**src/rtl/erq_pkg.sv**
```systemverilog
package erq_pkg;
  localparam int ADDR_UNMASK = 0;
  localparam int ADDR_REN    = 1;
  localparam int ADDR_FEN    = 2;
  localparam int ADDR_RPEND  = 3;
  localparam int ADDR_FPEND  = 4;
  localparam int ADDR_SEL0   = 8;
endpackage

```
**src/rtl/erq_line.sv**
```systemverilog
module erq_line #(
  parameter int NUM_PORTS = 16,
  parameter int SEL_W     = 4
) (
  input  logic                 clk,
  input  logic                 rst,
  input  logic [SEL_W-1:0]     sel,
  input  logic [NUM_PORTS-1:0] pins,
  output logic                 rise,
  output logic                 fall
);
  logic             raw;
  logic             sync1, sync2, prev;
  logic [SEL_W-1:0] sel_q;
  logic [1:0]       blank;

  always_comb begin
    raw = 1'b0;
    if (int'(sel) < NUM_PORTS) raw = pins[sel];
  end

  always_ff @(posedge clk) begin
    if (rst) begin
      sync1 <= 1'b0;
      sync2 <= 1'b0;
      prev  <= 1'b0;
      sel_q <= '0;
      blank <= 2'd0;
    end else begin
      sync1 <= raw;
      sync2 <= sync1;
      prev  <= sync2;
      sel_q <= sel;
      if (sel != sel_q) blank <= 2'd3;
      else if (blank != 2'd0) blank <= blank - 2'd1;
    end
  end

  assign rise = (blank == 2'd0) && sync2 && !prev;
  assign fall = (blank == 2'd0) && !sync2 && prev;

  // a selector change is followed by a quiet cycle
  p_sel_change_quiet_r9: assert property (@(posedge clk) disable iff (rst)
    (sel != sel_q) |=> (!rise && !fall));
endmodule

```
**src/rtl/erq_regs.sv**
```systemverilog
module erq_regs
  import erq_pkg::*;
#(
  parameter int LINES         = 16,
  parameter int SEL_W         = 4,
  parameter int SELS_PER_WORD = 4,
  parameter int DW            = 32,
  parameter int AW            = 4
) (
  input  logic                   clk,
  input  logic                   rst,
  input  logic                   we,
  input  logic [AW-1:0]          addr,
  input  logic [DW-1:0]          wdata,
  input  logic [LINES-1:0]       rise_vec,
  input  logic [LINES-1:0]       fall_vec,
  output logic [LINES-1:0]       unmask,
  output logic [LINES-1:0]       rpend,
  output logic [LINES-1:0]       fpend,
  output logic [LINES*SEL_W-1:0] sel_flat,
  output logic [DW-1:0]          rdata
);
  localparam int WB        = SELS_PER_WORD * SEL_W;
  localparam int SEL_WORDS = LINES / SELS_PER_WORD;

  logic [LINES-1:0] ren, fen;
  logic [LINES-1:0] rclr, fclr, rise_hit, fall_hit;
  logic [DW-LINES-1:0] unused_wdata_hi;

  assign unused_wdata_hi = wdata[DW-1:LINES];

  assign rclr     = (we && addr == AW'(ADDR_RPEND)) ? wdata[LINES-1:0] : '0;
  assign fclr     = (we && addr == AW'(ADDR_FPEND)) ? wdata[LINES-1:0] : '0;
  assign rise_hit = rise_vec & ren;
  assign fall_hit = fall_vec & fen;

  always_ff @(posedge clk) begin
    if (rst) begin
      unmask   <= '0;
      ren      <= '0;
      fen      <= '0;
      rpend    <= '0;
      fpend    <= '0;
      sel_flat <= '0;
    end else begin
      if (we && addr == AW'(ADDR_UNMASK)) unmask <= wdata[LINES-1:0];
      if (we && addr == AW'(ADDR_REN))    ren    <= wdata[LINES-1:0];
      if (we && addr == AW'(ADDR_FEN))    fen    <= wdata[LINES-1:0];
      rpend <= (rpend & ~rclr) | rise_hit;
      fpend <= (fpend & ~fclr) | fall_hit;
      for (int k = 0; k < SEL_WORDS; k++) begin
        if (we && addr == AW'(ADDR_SEL0 + k)) sel_flat[k*WB +: WB] <= wdata[WB-1:0];
      end
    end
  end

  always_ff @(posedge clk) begin
    if (rst) begin
      rdata <= '0;
    end else begin
      rdata <= '0;
      if (addr == AW'(ADDR_UNMASK)) rdata[LINES-1:0] <= unmask;
      if (addr == AW'(ADDR_REN))    rdata[LINES-1:0] <= ren;
      if (addr == AW'(ADDR_FEN))    rdata[LINES-1:0] <= fen;
      if (addr == AW'(ADDR_RPEND))  rdata[LINES-1:0] <= rpend;
      if (addr == AW'(ADDR_FPEND))  rdata[LINES-1:0] <= fpend;
      for (int k = 0; k < SEL_WORDS; k++) begin
        if (addr == AW'(ADDR_SEL0 + k)) rdata[WB-1:0] <= sel_flat[k*WB +: WB];
      end
    end
  end

  // a clear with no competing edge leaves the bit at 0
  p_w1c_r5: assert property (@(posedge clk) disable iff (rst)
    (we && addr == AW'(ADDR_RPEND)) |=> ((rpend & $past(rclr & ~rise_hit)) == '0));
  // an enabled edge always leaves its bit set, even against a clear
  p_edge_wins_r6: assert property (@(posedge clk) disable iff (rst)
    (|rise_hit) |=> ((rpend & $past(rise_hit)) == $past(rise_hit)));
  // no rising-pending bit appears without its enable
  p_rise_needs_en_r3: assert property (@(posedge clk) disable iff (rst)
    ((rpend & ~$past(rpend) & ~$past(ren)) == '0));
  // no falling-pending bit appears without its enable
  p_fall_needs_en_r4: assert property (@(posedge clk) disable iff (rst)
    ((fpend & ~$past(fpend) & ~$past(fen)) == '0));
endmodule

```
**src/rtl/edge_irq_router.sv**
```systemverilog
module edge_irq_router #(
  parameter int LINES      = 16,
  parameter int NUM_PORTS  = 16,
  parameter int SEL_W      = 4,
  parameter int DW         = 32,
  parameter int AW         = 4,
  parameter int GRP_A_LAST = 1,
  parameter int GRP_B_LAST = 3
) (
  input  logic                       clk,
  input  logic                       rst,
  input  logic                       bus_we,
  input  logic [AW-1:0]              bus_addr,
  input  logic [DW-1:0]              bus_wdata,
  output logic [DW-1:0]              bus_rdata,
  input  logic [NUM_PORTS*LINES-1:0] port_pins,
  output logic [2:0]                 irq_grp
);
  logic [LINES-1:0]       rise_vec, fall_vec;
  logic [LINES-1:0]       unmask, rpend, fpend, active;
  logic [LINES*SEL_W-1:0] sel_flat;

  for (genvar n = 0; n < LINES; n++) begin : g_line
    logic [NUM_PORTS-1:0] col;
    for (genvar p = 0; p < NUM_PORTS; p++) begin : g_col
      assign col[p] = port_pins[p*LINES + n];
    end
    erq_line #(.NUM_PORTS(NUM_PORTS), .SEL_W(SEL_W)) u_line (
      .clk  (clk),
      .rst  (rst),
      .sel  (sel_flat[n*SEL_W +: SEL_W]),
      .pins (col),
      .rise (rise_vec[n]),
      .fall (fall_vec[n])
    );
  end

  erq_regs #(.LINES(LINES), .SEL_W(SEL_W), .SELS_PER_WORD(4), .DW(DW), .AW(AW)) u_regs (
    .clk      (clk),
    .rst      (rst),
    .we       (bus_we),
    .addr     (bus_addr),
    .wdata    (bus_wdata),
    .rise_vec (rise_vec),
    .fall_vec (fall_vec),
    .unmask   (unmask),
    .rpend    (rpend),
    .fpend    (fpend),
    .sel_flat (sel_flat),
    .rdata    (bus_rdata)
  );

  assign active = (rpend | fpend) & unmask;

  always_ff @(posedge clk) begin
    if (rst) begin
      irq_grp <= '0;
    end else begin
      irq_grp[0] <= |active[GRP_A_LAST:0];
      irq_grp[1] <= |active[GRP_B_LAST:GRP_A_LAST+1];
      irq_grp[2] <= |active[LINES-1:GRP_B_LAST+1];
    end
  end

  // with every line masked the request outputs go quiet
  p_masked_quiet_r7: assert property (@(posedge clk) disable iff (rst)
    (unmask == '0) |=> (irq_grp == 3'b000));
  // a group request implies some pending line existed
  p_grp_needs_pend_r8: assert property (@(posedge clk) disable iff (rst)
    (irq_grp != 3'b000) |-> ($past(rpend | fpend) != '0));
endmodule

```
**config.mk**
```make
export PLATFORM = sky130hd
export DESIGN_NAME = edge_irq_router
export DESIGN_NICKNAME = d
export VERILOG_FILES = /design/src/rtl/erq_pkg.sv /design/src/rtl/erq_line.sv /design/src/rtl/erq_regs.sv /design/src/rtl/edge_irq_router.sv
export SDC_FILE = /design/constraint.sdc
export NUM_CORES = 1
export LEC_CHECK = 0
export ABC_CLOCK_PERIOD_IN_PS = 1800
export BUFFER_PORTS_ARGS = -buffer_cell sky130_fd_sc_hd__buf_4
export CORE_MARGIN = 5
export CORE_UTILIZATION = 49
export CTS_CLUSTER_DIAMETER = 40
export DETAILED_ROUTE_END_ITERATION = 12
export PLACE_DENSITY_LB_ADDON = 0.05
export SLEW_MARGIN = 20
export SYNTH_ARGS = -nofsm -noshare
export SYNTH_HDL_FRONTEND = slang
export SYNTH_SLANG_ARGS = --single-unit
```
**constraint.sdc**
```tcl
create_clock -name clk -period 1.8 [get_ports clk]
set_input_delay 0.09 -clock clk [delete_from_list [all_inputs] [get_ports clk]]
set_output_delay 0.09 -clock clk [all_outputs]
set_load 0.02 [all_outputs]
```
# ---- Word level (Yosys, flattened, before mapping)
# Cells that the tools add are included.
dict set report word_totals {
  ff_bits 323
  input_bits 295
  output_inout_bits 35
  wordCells 390
}
dict set report op_classes {
  add_sub_neg 16
  magnitude_cmp 16
  eq_ne 24
  muxes 75
  bitwise 10
  n_reduce_logical 157
}
# op n
set ops {}
lappend ops {{$mux 16} 11}
lappend ops {{$and 16x16->16} 5}
lappend ops {{$lt 4x5->1 const B} 16}
lappend ops {{$logic_and 1x1->1} 73}
lappend ops {{$bmux 1 s4} 16}
lappend ops {{$mux 2} 32}
lappend ops {{$ne 4x4->1} 16}
lappend ops {{$reduce_bool 2->1} 32}
lappend ops {{$or 16x16->16} 3}
lappend ops {{$logic_not 1->1} 32}
lappend ops {{$logic_not 2->1} 16}
lappend ops {{$not 16->16} 2}
lappend ops {{$sub 2x1->2 const B} 16}
lappend ops {{$eq 4x4->1 const B} 4}
lappend ops {{$mux 1} 16}
lappend ops {{$reduce_or 12->1} 1}
lappend ops {{$eq 4x2->1 const B} 2}
lappend ops {{$eq 4x1->1 const B} 1}
lappend ops {{$eq 4x3->1 const B} 1}
lappend ops {{$logic_not 4->1} 1}
lappend ops {{$reduce_or 2->1} 2}

# ---- Depth between registers and ports, before layout
# Gate-level depths: netlist (run 1).
dict set report depth {
  word_depth 10
  ltp_mapped 8
  ltp_nobuf 5
}

# ---- Modules after synthesis
# Synthesis (run 1) repeated with hierarchy kept, for this count alone.
dict set report unflattened {
  cells_unflattened 1741
  hier_area_um2 15224.6
}
# module instances cells_per_inst area_each_um2 seq_area_each_um2
set modules_own_cells {}
lappend modules_own_cells {erq_line 16 47 485.5 180.2}
lappend modules_own_cells {erq_regs 1 963 7272.0 3203.1}
lappend modules_own_cells {edge_irq_router 1 26 185.2 60.1}

# ---- Worst setup path after synthesis (run 1)
# No wires, ideal clock.
dict set report synth_timing {
  path_kind {reg-to-reg}
  from {register u_regs.sel_flat[48]}
  to {register g_line[12].u_line.sync1}
  setup_time_ps 128
  arrival_time_ps 1548
  required_time_ps 1672
  slack_ps 124
  stages_incl_launch_ff 5
  path_buffers 1
  synth_period_minus_slack_ps 1676
  path_cell_list {dfxtp_1 > buf_2 > mux4_2 > mux4_2 > nor2b_1}
}
dict set report synth_via {
  elab_chain_cells 2
}
# element line_no
set synth_rtl {}
lappend synth_rtl {{from (decl)} erq_regs.sv:20} ;# output logic [LINES*SEL_W-1:0] sel_flat,
lappend synth_rtl {{from (signal, indexed assignment)} erq_regs.sv:52} ;# if (we && addr == AW'(ADDR_SEL0 + k)) sel_flat[k*WB +: WB] <= wdata[WB-1:0];
lappend synth_rtl {{$bmux 1 s4} erq_line.sv:19} ;# if (int'(sel) < NUM_PORTS) raw = pins[sel];
lappend synth_rtl {{$mux 1 (not written as such)} erq_line.sv:19}
lappend synth_rtl {{to (signal assigned)} erq_line.sv:30} ;# sync1 <= raw;
lappend synth_rtl {{to (decl)} erq_line.sv:13} ;# logic sync1, sync2, prev;
# No other way between the ends. The select of a mux whose other input is x is not followed.
# A chain may end at the register's enable or synchronous reset.

# ---- Worst setup path in the final report (run 1)
dict set report layout_timing {
  from {register u_regs.sel_flat[36]}
  to {register g_line[9].u_line.sync1}
}
dict set report layout_via {
  elab_chain_cells 2
}
# element line_no
set layout_rtl {}
lappend layout_rtl {{$bmux 1 s4} erq_line.sv:19}
lappend layout_rtl {{$mux 1 (not written as such)} erq_line.sv:19}
lappend layout_rtl {{to (signal assigned)} erq_line.sv:30}
lappend layout_rtl {{to (decl)} erq_line.sv:13}
# No other way between the ends. The select of a mux whose other input is x is not followed.

==> flow_summary_export.csv, run 1 <==
group,metric,value,unit
timing,period_needed,1.72,ns
synth,synth-main-ff-cell,"dfxtp_1",
timing,relSlewSlack,59.8,%
drt,dr.pass1.iters,6,
setup_path,arrival,2.13,ns
clock_tree,clk_pin_slew_worst_paths,0.06,ns
setup_path,r2r-start,"u_regs.sel_flat[36]",
synth,synth_cell_types,47,
finish,drive_gt1_share,32.4,%
global_routing,antenna_found_initial,1,
timing,finalHoldViolations,0,
floorplanning,start_util,50.0,%
synth,synth_area_per_cell,9.77,um^2
synth,synth_xor_xnor_area_share,4.85,%
synth,ys_ff_latch,307,
finish,syn2layout_area_growth,31.0,%
synth,ys_seq_area_share,42.5,%
global_routing,grt_overflow,0,
clock_tree,htree_num_levels,2,
setup_path,crit_path_max_fanout,5,
global_routing,grt_pass1_wl,68300,um
timing,fin_ws,0.0823,ns
drt,wl_met3,3580,um
timing,setup_viol_count_final,0,
finish,n_fill_cell,2394,
drt,drt-met1-wl,18700,um
floorplanning,die_x,182,um
timing,slew_viol_final,0,
timing,max_freq,582,MHz
synth,synth_mux_area_share,17.5,%
floorplanning,std_cell_rows,62,
global_routing,grt_use_total,26.0,%
synth,synthSimpleGateAreaFrac,17.5,%
timing,rsz0062_at_grt,"false",
synth,netlist_area,14500,um^2
timing,fin_tns_setup,0,ns
place,dp_slack,0.0328,ns
synth,synth_compound_area_share,10.4,%
power,power_density,1010,nW/um^2
setup_path,critPathCapture,"g_line[9].u_line.sync1",
synth,ys_warn_count,0,
drt,route.vias.total,12200,
status,status,"completed",
synth,syn_inst,1480,
place,port_buffers,297,
power,vdd_drop_max,0.546,mV
setup_path,reg2reg_depth,3,
setup_path,critPathCaptureType,"register",
global_routing,grt_max_degree,67,
floorplanning,die_h,182,um
job,max-cap-violations,0,
timing,finalClockSkew,0.00968,ns
drt,drtAntennaViolNets,0,
setup_path,required,2.21,ns
setup_path,crit_start,"u_regs.sel_flat[36]",
drt,topRoutingLayerUsed,"met5",
clock_tree,clockBufferDepth,3,
power,leakage,8.03,nW
floorplanning,ios,330,
clock_tree,numCtsBuffers,42,
finish,final_cell_mix,"buf_4 (373), dfxtp_1 (294), nand2_1 (242)",
drt,drc,0,
floorplanning,coreArea,28900,um^2
setup_path,cp-start-kind,"register",
clock_tree,clk_latency,0.53,ns
min_path,hold_class,"in -> reg",
global_routing,grt_pass1_vias,12200,
setup_path,rrSetupSlack,0.08,ns
clock_tree,cts_tree,"yes",
place,dp_hpwl,32700,um
synth,synth_edf_count,0,
finish,num_antenna_cells,0,
setup_path,crit_type,"reg -> reg",
drt,postRouteWirelength,44400,um
drt,drt_iter0_drc,878,
synth,synth-async-reset-ratio,0,%
floorplanning,die_area,33000,um^2
finish,layout_commonest_cell,"buf_4",
place,gp_congestion,0.907,
clock_tree,clock-sinks,307,
synth,synthAdderAreaFrac,1.38,%
clock_tree,clockRootBuffer,"clkbuf_16",
setup_path,reg2reg_to,"g_line[9].u_line.sync1",
synth,synth_top_family_by_area,"multiplexers",
timing,finalCritPeriodShare,95.4,%
finish,layout.nets,2111,
drt,dr_wl_met2,21000,um
drt,vias_per_cell,5.52,
drt,detail_route.wl_per_cell,20.0,um
timing,max_slew.worst_pin.slew,0.601,ns
## flip-flops by register name, indices dropped and copies added, names as in the netlist
name	flops
u_regs.ren	16
u_regs.unmask	16
g_line.u_line.sel_q	64
g_line.u_line.prev	16
u_regs.sel_flat	64
u_regs.rpend	16
irq_grp	3
g_line.u_line.sync1	16
u_regs.fen	16
u_regs.fpend	16
u_regs.rdata	16
g_line.u_line.blank	32
g_line.u_line.sync2	16
## Yosys cell counts, types with 10 or more instances
cell	count	area share, %
dfxtp_1	307	43
o21ai_0	33	1.1
a21oi_1	166	5.7
inv_1	36	0.93
xor2_1	80	4.8
mux2_2	25	1.9
mux4_2	84	13
buf_2	28	0.97
nand2_1	242	6.3
mux2i_1	36	2.5
clkbuf_1	70	1.8
nor2_1	52	1.4
a22oi_1	10	0.52
nand2b_1	11	0.48
nor4_1	16	0.69
ha_1	16	1.4
buf_4	31	1.6
nand4b_1	32	1.9
nor2b_1	116	5.0
## logic make-up after synthesis
family | Yosys count
compound gates | 258
xor+xnor | 80
fa+ha+maj | 16
buf+inv | 174
flops | 307
mux | 145
other cells | 1
simple gates | 499
## per-layer routing
metal | track usage, % | up-vias
met5 | 0 | -
met3 | 5.20 | 75
li1 | - | 5759
met4 | 6.81 | 2
met2 | 43.1 | 508
met1 | 34.9 | 5901
## critical path, cell delays in order (launching register included)
cell	delay, ns
dfxtp_1	0.48
mux4_2	0.53
mux4_2	0.46
nor2b_1	0.13
## worst min path at each step
stage,from,endpoint,cells after the start
2_1_floorplan,g_line[0].u_line.sync1,g_line[0].u_line.sync2,1
3_3_place_gp,bus_wdata[2],u_regs.sel_flat[18],3
3_5_place_dp,bus_wdata[2],u_regs.fen[2],3
4_1_cts,rst,u_regs.ren[12],2
5_1_grt,rst,g_line[15].u_line.sel_q[0],2
6_report,rst,u_regs.ren[12],2
## what timing repair did
action                     CTS  global route
buffers inserted             0             0
hold buffers                16             0
resized for setup            0            13
hold endpoints to repair   134             0
setup endpoints to repair    0            13
## power by group
part | total, W | switching [W] | internal (W)
Combinational | 0.00297 | 0.00137 | 0.00159
Clock | 0.00868 | 0.00318 | 0.00550
Sequential | 0.00741 | 0.000214 | 0.00720
Total | 0.0191 | 0.00476 | 0.0143
## metrics by stage
step	area [um^2]	std cells	power, W	hold WS (ns)	utilization, %
6_report	18900	2217	0.0191	0.0366	65.5
5_1_grt	18900	2217	0.0198	0.0548	65.5
4_1_cts	18900	2217	0.0192	0.0183	65.4
3_5_place_dp	17300	2124	0.0105	0.416	59.7
3_3_place_gp	17300	2124	0.0103	0.412	59.7
2_1_floorplan	14500	1495	0.00947	0.414	-
## area by class of cell
class,count,area [um^2],share of cell area [%]
multi-input combinational,1014,7520,39.7
clock buffer,53,1160,6.14
tap,384,480,2.54
clock inverter,24,322,1.70
timing repair buffer,399,3150,16.7
sequential,307,6160,32.5
inverter,36,135,0.713
Note: power is estimated with default switching activity, not from simulation.
==> run 2, diff against run 1 <==
CORE_ASPECT_RATIO = 0.7   (was unset)
==> run 2 against run 1 <==
Sequential power is essentially flat. Core utilization shrank 1.2 points. Register-to-register slack is essentially flat. Sequential share of layout area grew 0.54 points. Clock power shrank 17%. First-iteration DRC count grew 13%. Total power shrank 7.9%. Final cell count shrank 0.95%. Highest routed layer unchanged. Largest cell class unchanged. Count of clock-buffer cells in the layout shrank 9. Global-route usage grew 0.15 points.
==> flow_summary_export.csv, run 2 (synthesized netlist as in run 1, its figures left out) <==
group,metric,value,unit
status,status,"completed",
finish,reg.largest.list,"g_line.u_line.sel_q x64, u_regs.sel_flat x64, g_line.u_line.blank x32",
floorplanning,ios,330,
setup_path,required,2.19,ns
place,dp_hpwl,33100,um
finish,drive_gt1_share,31.9,%
global_routing,grt_pass1_wl,68600,um
min_path,hold_end,"u_regs.rdata[15]",
power,comb_power_share,16.9,%
global_routing,grt_max_degree,74,
clock_tree,clk_pin_slew_worst_paths,0.06,ns
timing,fin_ws,0.0778,ns
clock_tree,numCtsBuffers,35,
clock_tree,cts_tree,"yes",
floorplanning,std_cell_rows,52,
timing,max_freq,581,MHz
drt,vias_per_cell,5.55,
drt,drtAntennaViolNets,0,
timing,finalCritPeriodShare,95.7,%
setup_path,crit_path_max_fanout,5,
setup_path,critPathCaptureType,"register",
global_routing,grt_use_total,26.1,%
clock_tree,htree_num_levels,2,
min_path,worstHoldPathCells,3,
timing,relSlewSlack,55.2,%
floorplanning,coreArea,29000,um^2
finish,syn2layout_area_growth,28.9,%
setup_path,reg2reg_depth,3,
power,p_switching,0.00454,W
clock_tree,clockBufferDepth,3,
finish,num_antenna_cells,0,
finish,layout.nets,2106,
global_routing,antenna_found_initial,1,
setup_path,cp-start-kind,"register",
setup_path,rrSetupSlack,0.08,ns
timing,slew_viol_final,0,
setup_path,crit_type,"reg -> reg",
finish,layout_commonest_cell,"buf_4",
drt,detail_route.wl_per_cell,20.2,um
power,seqPwrFrac,42.2,%
floorplanning,die_x,215,um
timing,max_slew.worst_pin.slew,0.669,ns
place,gp_congestion,0.920,
timing,finalClockSkew,0.0177,ns
clock_tree,clock-sinks,307,
timing,period_needed,1.72,ns
setup_path,crit_start,"u_regs.sel_flat[36]",
floorplanning,die_h,154,um
clock_tree,clockRootBuffer,"clkbuf_16",
global_routing,grt_overflow,0,
drt,drc,0,
drt,route.vias.total,12200,
job,max-cap-violations,0,
setup_path,reg2reg_to,"g_line[9].u_line.sync1",
setup_path,r2r-start,"u_regs.sel_flat[36]",
drt,dr.pass1.iters,5,
clock_tree,clk_latency,0.53,ns
drt,postRouteWirelength,44400,um
drt,drt_iter0_drc,991,
timing,whs,0.0596,ns
timing,finalHoldViolations,0,
power,vdd_drop_max,0.850,mV
power,swShare,25.8,%
global_routing,grt_pass1_vias,12000,
power,power_density,942,nW/um^2
timing,setup_viol_count_final,0,
timing,rsz0062_at_grt,"false",
min_path,min_from,"bus_addr[0]",
power,leakage,7.89,nW
power,p_int,0.0130,W
setup_path,arrival,2.11,ns
floorplanning,start_util,49.8,%
floorplanning,die_area,33100,um^2
power,clockPowerShare,40.9,%
place,port_buffers,297,
place,dp_slack,-0.00137,ns
min_path,hold_class,"in -> reg",
finish,final_cell_mix,"buf_4 (374), dfxtp_1 (293), nand2_1 (242)",
run 2: cell types whose count changed in the layout (fill, tap and decap cells not counted), moves of 2 or more:
| cell | delta |
|---|---|
| bufinv_16 | -4 |
| clkbuf_8 | -2 |
| clkinv_2 | -3 |
| clkbuf_16 | -6 |
| clkinvlp_4 | -2 |
run 2: through the flow:
step	TNS [ns]	util [%]	instance area [um^2]	power (W)	instances
2_1_floorplan	0	-	14500	0.00947	1495
3_3_place_gp	0	59.6	17300	0.0104	2120
3_5_place_dp	-0.00137	59.6	17300	0.0105	2120
4_1_cts	0	64.2	18600	0.0177	2196
5_1_grt	0	64.2	18600	0.0183	2196
6_report	0	64.2	18600	0.0176	2196
run 2: worst max path at each step:
stage / endpoint / slack (ns) / depth (start not counted)
2_1_floorplan: g_line[12].u_line.sync1 / 0.12 / 4
3_3_place_gp: g_line[15].u_line.sync1 / 0.07 / 3
3_5_place_dp: g_line[12].u_line.sync1 / -0.001 / 3
4_1_cts: g_line[5].u_line.sync1 / 0.02 / 3
5_1_grt: g_line[3].u_line.sync1 / 0.004 / 3
6_report: g_line[9].u_line.sync1 / 0.08 / 3
run 2: power by group through the flow:
stage          logic, W  registers [W]  clock network, W
6_report        0.00296        0.00741           0.00718
2_1_floorplan   0.00197        0.00750                 0
3_3_place_gp    0.00283        0.00754                 0
3_5_place_dp    0.00292        0.00756                 0
4_1_cts         0.00297        0.00741           0.00730
5_1_grt         0.00328        0.00745           0.00762
run 2: layout make-up:
type / instances / area [um^2]
clock buffers: 44 / 982
well taps: 378 / 473
fillers: 2414 / 10400
multi-input cells: 1014 / 7520
flip-flops and latches: 307 / 6160
inverters: 36 / 135
clock inverters: 16 / 178
repair buffers: 401 / 3180
run 2: per-layer routing:
layer | global-route usage [%] | vias up | part of all wire [%]
li1 | - | 5752 | -
met1 | 37.1 | 5966 | 45
met2 | 41.6 | 419 | 46
met3 | 5.29 | 57 | 7.1
met4 | 5.85 | 2 | 1.7
met5 | 0 | - | 0.045
run 2: repair_timing:
item | in CTS | in global routing
hold buffers | 16 | 0
setup endpoints to repair | 1 | 13
resized for setup | 1 | 13
setup buffers | 0 | 0
hold endpoints to repair | 140 | 0
run 2: worst max-delay path, stage by stage, from the launching register on:
cell and delay, ns:
dfxtp_1 0.47, mux4_2 0.53, mux4_2 0.46, nor2b_1 0.14
